## src/rtl/irq_pkg.sv

```systemverilog
package irq_pkg;
  typedef enum logic {
    CAP_EDGE  = 1'b0,
    CAP_LEVEL = 1'b1
  } cap_mode_e;

  localparam int unsigned DEF_NUM_LVL = 16;
  localparam int unsigned DEF_NUM_USR = 6;
  localparam int unsigned DEF_NUM_IOL = 2;
  localparam int unsigned DEF_SYNC    = 2;
endpackage

```

## src/rtl/irq_sync.sv

```systemverilog
module irq_sync #(
  parameter int unsigned W      = 1,
  parameter int unsigned STAGES = 2
) (
  input  logic         clk_i,
  input  logic         rst_ni,
  input  logic [W-1:0] d_i,
  output logic [W-1:0] q_o
);
  logic [W-1:0] stg_q [STAGES];

  always_ff @(posedge clk_i or negedge rst_ni) begin
    if (!rst_ni) begin
      for (int i = 0; i < STAGES; i++) stg_q[i] <= '0;
    end else begin
      stg_q[0] <= d_i;
      for (int i = 1; i < STAGES; i++) stg_q[i] <= stg_q[i-1];
    end
  end

  assign q_o = stg_q[STAGES-1];
endmodule

```

## src/rtl/irq_pend.sv

```systemverilog
module irq_pend
  import irq_pkg::*;
#(
  parameter int unsigned NUM_LVL = DEF_NUM_LVL,
  parameter int unsigned NUM_USR = DEF_NUM_USR,
  parameter int unsigned NUM_IOL = DEF_NUM_IOL,
  localparam int unsigned LVL_W   = $clog2(NUM_LVL),
  localparam int unsigned NUM_MOD = 1 + NUM_USR,
  localparam int unsigned NUM_EXT = NUM_MOD + NUM_IOL,
  localparam int unsigned NUM_INT = NUM_LVL - NUM_EXT
) (
  input  logic               clk_i,
  input  logic               rst_ni,
  input  cap_mode_e          mode_i,
  input  logic [NUM_EXT-1:0] ext_lvl_i,
  input  logic [NUM_MOD-1:0] ext_rise_i,
  input  logic [NUM_INT-1:0] int_set_i,
  input  logic               ack_i,
  input  logic [LVL_W-1:0]   ack_lvl_i,
  output logic [NUM_LVL-1:0] pend_o
);
  logic [NUM_LVL-1:0] pend_q, pend_d;

  for (genvar g = 0; g < NUM_LVL; g++) begin : g_lvl
    logic ack_hit;
    assign ack_hit = ack_i && (ack_lvl_i == LVL_W'(g));
    if (g < NUM_MOD) begin : g_modal
      assign pend_d[g] = (mode_i == CAP_LEVEL) ? ext_lvl_i[g]
                       : (ext_rise_i[g] | (pend_q[g] & ~ack_hit));
    end else if (g < NUM_EXT) begin : g_level
      assign pend_d[g] = ext_lvl_i[g];
    end else begin : g_int
      // set beats a same-cycle acknowledge
      assign pend_d[g] = int_set_i[g-NUM_EXT] | (pend_q[g] & ~ack_hit);
    end
  end

  always_ff @(posedge clk_i or negedge rst_ni) begin
    if (!rst_ni) pend_q <= '0;
    else         pend_q <= pend_d;
  end

  assign pend_o = pend_q;
endmodule

```

## src/rtl/irq_prio_enc.sv

```systemverilog
module irq_prio_enc #(
  parameter int unsigned N = 16,
  localparam int unsigned W = $clog2(N)
) (
  input  logic [N-1:0] req_i,
  output logic         valid_o,
  output logic [W-1:0] idx_o
);
  always_comb begin
    idx_o = '0;
    for (int i = N - 1; i >= 0; i--) begin
      if (req_i[i]) idx_o = W'(i);
    end
  end

  assign valid_o = |req_i;
endmodule

```

## src/rtl/irq_prio_ctrl.sv

```systemverilog
module irq_prio_ctrl
  import irq_pkg::*;
#(
  parameter int unsigned NUM_LVL     = DEF_NUM_LVL,
  parameter int unsigned NUM_USR     = DEF_NUM_USR,
  parameter int unsigned NUM_IOL     = DEF_NUM_IOL,
  parameter int unsigned SYNC_STAGES = DEF_SYNC,
  localparam int unsigned LVL_W   = $clog2(NUM_LVL),
  localparam int unsigned NUM_MOD = 1 + NUM_USR,
  localparam int unsigned NUM_EXT = NUM_MOD + NUM_IOL,
  localparam int unsigned NUM_INT = NUM_LVL - NUM_EXT
) (
  input  logic               clk_i,
  input  logic               rst_ni,
  input  logic               pwrdn_irq_i,
  input  logic [NUM_USR-1:0] usr_irq_i,
  input  logic [NUM_IOL-1:0] iol_irq_i,
  input  logic [NUM_INT-1:0] int_irq_i,
  input  logic               cfg_we_i,
  input  logic               cfg_level_mode_i,
  input  logic               cfg_en_i,
  input  logic [NUM_LVL-1:1] cfg_mask_i,
  input  logic               ack_i,
  input  logic [LVL_W-1:0]   ack_lvl_i,
  output logic               irq_valid_o,
  output logic [LVL_W-1:0]   irq_lvl_o,
  output logic [NUM_LVL-1:0] pend_o
);
  cap_mode_e          mode_q;
  logic               en_q;
  logic [NUM_LVL-1:1] mask_q;

  always_ff @(posedge clk_i or negedge rst_ni) begin
    if (!rst_ni) begin
      mode_q <= CAP_EDGE;
      en_q   <= 1'b0;
      mask_q <= '0;
    end else if (cfg_we_i) begin
      mode_q <= cap_mode_e'(cfg_level_mode_i);
      en_q   <= cfg_en_i;
      mask_q <= cfg_mask_i;
    end
  end

  // bit order matches level numbering
  logic [NUM_EXT-1:0] ext_raw, ext_s;
  assign ext_raw = {iol_irq_i, usr_irq_i, pwrdn_irq_i};

  irq_sync #(.W(NUM_EXT), .STAGES(SYNC_STAGES)) i_sync (
    .clk_i (clk_i),
    .rst_ni(rst_ni),
    .d_i   (ext_raw),
    .q_o   (ext_s)
  );

  logic [NUM_MOD-1:0] mod_prev_q, mod_rise;
  always_ff @(posedge clk_i or negedge rst_ni) begin
    if (!rst_ni) mod_prev_q <= '0;
    else         mod_prev_q <= ext_s[NUM_MOD-1:0];
  end
  assign mod_rise = ext_s[NUM_MOD-1:0] & ~mod_prev_q;

  logic [NUM_LVL-1:0] pend;
  irq_pend #(.NUM_LVL(NUM_LVL), .NUM_USR(NUM_USR), .NUM_IOL(NUM_IOL)) i_pend (
    .clk_i     (clk_i),
    .rst_ni    (rst_ni),
    .mode_i    (mode_q),
    .ext_lvl_i (ext_s),
    .ext_rise_i(mod_rise),
    .int_set_i (int_irq_i),
    .ack_i     (ack_i),
    .ack_lvl_i (ack_lvl_i),
    .pend_o    (pend)
  );

  // level 0 is never blocked
  logic [NUM_LVL-1:0] blocked, eligible;
  assign blocked  = {mask_q | {(NUM_LVL-1){~en_q}}, 1'b0};
  assign eligible = pend & ~blocked;

  irq_prio_enc #(.N(NUM_LVL)) i_enc (
    .req_i  (eligible),
    .valid_o(irq_valid_o),
    .idx_o  (irq_lvl_o)
  );

  assign pend_o = pend;
endmodule

```

## config.mk

```make
export PLATFORM = sky130hd
export DESIGN_NAME = irq_prio_ctrl
export DESIGN_NICKNAME = d
export VERILOG_FILES = /design/src/rtl/irq_pkg.sv /design/src/rtl/irq_sync.sv /design/src/rtl/irq_pend.sv /design/src/rtl/irq_prio_enc.sv /design/src/rtl/irq_prio_ctrl.sv
export SDC_FILE = /design/constraint.sdc
export NUM_CORES = 1
export LEC_CHECK = 0
export ABC_AREA = 1
export ABC_CLOCK_PERIOD_IN_PS = 4800
export BUFFER_PORTS_ARGS = -buffer_cell sky130_fd_sc_hd__buf_2
export CAP_MARGIN = 20
export CORE_AREA = 3 3 78 80
export DETAILED_ROUTE_END_ITERATION = 10
export DIE_AREA = 0 0 81 83
export PLACE_DENSITY = 0.7
export SETUP_SLACK_MARGIN = 0.3
export SYNTH_ARGS = -nofsm -noshare
export SYNTH_HDL_FRONTEND = slang
export SYNTH_HIERARCHICAL = 1
export SYNTH_SLANG_ARGS = --single-unit
```

## constraint.sdc

```tcl
create_clock -name clk_i -period 4.8 [get_ports clk_i]
set_input_delay 1.44 -clock clk_i [delete_from_list [all_inputs] [get_ports clk_i]]
set_output_delay 1.44 -clock clk_i [all_outputs]
set_load 0.05 [all_outputs]
```

==> flow_summary.json <==
{
  "status": "finished, final reports clean",
  "path_class": "flip-flop to output pin",
  "timing.rr.start": "mode_q",
  "cts_root_buf": "clkbuf_8",
  "seqCellArea_mm2": 0.00145,
  "holdBufCountCts": 0,
  "yosys_warnings": 6,
  "critical_path_required_ns": 3.36,
  "totalWireLength_mm": 5.03,
  "synth_area_leader_cell": "dfrtp_1",
  "finalHoldViolations": 0,
  "nets": 391,
  "cts_setup_buffers": 0,
  "r2r_setup_slack_ns": 3.84,
  "clkLatencyLatePin_ns": 0.33,
  "ys_types": 24,
  "seq_area_frac_synth_pct": 57.6,
  "ant_nets": 0,
  "fmax_mhz": 267,
  "slew_viol_final": 0,
  "syn_area_mm2": 0.00252,
  "grt_pass1_wl_mm": 8.23,
  "p_total_mw": 1.30,
  "cts_buffer_depth": 2,
  "die_x_um": 81,
  "final_common_cell": "nand2_1",
  "start_kind": "flip-flop",
  "worstHoldStart": "i_sync/stg_q[13]",
  "drcViolationCount": 0,
  "routed_via_density": 4.51,
  "worstPathArrival_ns": 2.30,
  "dieArea_mm2": 0.00672,
  "maxCapViolCount": 0,
  "rsz0062_at_grt": "false",
  "rows": 27,
  "rr_worst_depth": 3,
  "tightestPinTransition_ns": 0.563,
  "overflow": 0,
  "clock_sinks": 58,
  "core_area_mm2": 0.00547,
  "syn_to_final_growth_pct": 20.4,
  "syn_inst": 293,
  "rr_endpoint": "i_pend/pend_o[6]",
  "numPortBuffers": 61,
  "antenna_found_initial": 0,
  "grt_max_degree": 35,
  "vias": 1927,
  "firstDrtPassIters": 4,
  "hold_depth": 0,
  "cts_buffers": 9,
  "ys_ff_latch": 58,
  "clock_skew_ns": 0.00578,
  "fin_setup_tns_ns": 0,
  "synth_top_area_share_pct": 57.6,
  "p_leak_nw": 1.61,
  "drt-wirelength-per-cell_um": 11.8,
  "gp_congestion": 0.918,
  "h-tree-depth": 3,
  "grt_pass1_vias": 1881,
  "final_cell_mix": "nand2_1 (88), buf_2 (61), dfrtp_1 (58), nor2_1 (45), inv_1 (28)",
  "slew_headroom_pct": 62.5,
  "cp-end-kind": "output pin",
  "hold_class": "flip-flop to flip-flop",
  "startpoint": "en_q",
  "fill_cells": 520,
  "io_pins": 62,
  "hpwlAfterDp_mm": 3.77,
  "die_y_um": 83,
  "min_to": "i_sync/q_o[4]",
  "syn_nets": 334,
  "ctsResizeCount": 0,
  "drive_above_1_share_pct": 28.2,
  "antennaDiodeCount": 0,
  "critPathMaxFanout": 16,
  "multi_input_area_um2": 781,
  "cts_tree": "yes",
  "setup-violations-final": 0,
  "syn_avg_cell_area_um2": 8.60,
  "period_needed_ns": 3.74,
  "ir_drop_v": 0.000199,
  "period_share_pct": 77.9,
  "grt_usage_pct": 16.2,
  "power_density_mw_per_mm2": 428,
  "initialDrtViolationCount": 51,
  "synth_area_leaders": "dfrtp_1 (58%), nand2_1 (13%), nor2_1 (6.7%)",
  "initial_core_util_pct": 46.0,
  "path_clk_slew_ns": 0.06
}
[power by group]
part / switching (mW) / leakage [nW] / total (mW) / internal [mW]
sequential: 0.0256 / 0.659 / 0.548 / 0.522
combinational: 0.135 / 0.822 / 0.195 / 0.0594
clock: 0.185 / 0.129 / 0.557 / 0.371
[worst max-delay path by stage]
stage                               to  slack, ns  depth (start not counted)
after floorplan           irq_lvl_o[1]       1.05                          9
after global placement    irq_lvl_o[0]       1.49                         17
after detailed placement  irq_lvl_o[0]       1.42                         17
after CTS                 irq_lvl_o[0]       1.05                         17
after global routing      irq_lvl_o[0]       0.80                         17
final                     irq_lvl_o[0]       1.06                         17
[cell usage after synthesis]
| cell | n |
|---|---|
| nor4_1 | 1 |
| nor3_1 | 3 |
| a21oi_2 | 1 |
| dfrtp_1 | 58 |
| buf_4 | 10 |
| o21bai_1 | 3 |
| buf_2 | 2 |
| nand2_1 | 88 |
| inv_1 | 28 |
| inv_2 | 8 |
| inv_8 | 1 |
| nor2_1 | 45 |
| a21oi_1 | 9 |
| buf_12 | 1 |
| o21ai_0 | 1 |
| o21ai_1 | 5 |
| nand4_1 | 2 |
| or2_1 | 1 |
| a21o_1 | 1 |
| or2_4 | 1 |
| buf_6 | 2 |
| clkbuf_8 | 1 |
| nand2_2 | 11 |
| nand3_1 | 10 |
[registers in the layout (all words and copies together) (netlist names)]
signal,count
en_q,1
i_pend/pend_o,16
i_sync/q_o,9
i_sync/stg_q,9
mask_q,15
mod_prev_q,7
mode_q,1
[cell type report]
cell class / count / share of cell area, %
Clock buffer: 11 / 4.99
Clock inverter: 5 / 3.30
Timing Repair Buffer: 62 / 10.3
Tap cell: 72 / 2.97
Multi-Input combinational cell: 182 / 25.7
Sequential cell: 58 / 47.9
Inverter: 37 / 4.83
[worst max-delay path, stage by stage (launching register included)]
cell,delay (ns)
dfrtp_1,0.62
nand2_1,0.09
nor2_1,0.19
inv_1,0.09
nand2_1,0.07
nand2_1,0.04
nand2_1,0.05
nand2_1,0.04
nand2_1,0.05
nand2_1,0.04
nand2_1,0.05
nand2_1,0.04
nand2_1,0.05
nand2_1,0.04
nand2_1,0.05
nand2_1,0.07
a21oi_2,0.12
buf_2,0.28
[routing by layer]
layer	track usage (%)	share of wire [%]	vias to the layer above
li1	-	-	990
met1	18.8	42	870
met2	26.0	49	50
met3	4.77	6.3	17
met4	9.83	3.2	0
met5	0	0	-
[cell families after synthesis]
group	synth area share [%]
AO/OA/AOI/OAI	4.52
buffers and inverters	11.4
flip-flops	57.6
AND/OR/NAND/NOR	26.5
[metrics by stage]
stage	cells	hold WS, ns	instance area [um^2]	utilization [%]	setup WS [ns]
after floorplan	293	0.331	2520	-	1.05
after global placement	411	0.331	2780	50.8	1.49
after detailed placement	411	0.335	2780	50.8	1.42
after CTS	427	0.350	3030	55.4	1.05
after global routing	427	0.355	3030	55.4	0.802
final	427	0.347	3030	55.4	1.06
(Power assumes the default switching activity.)
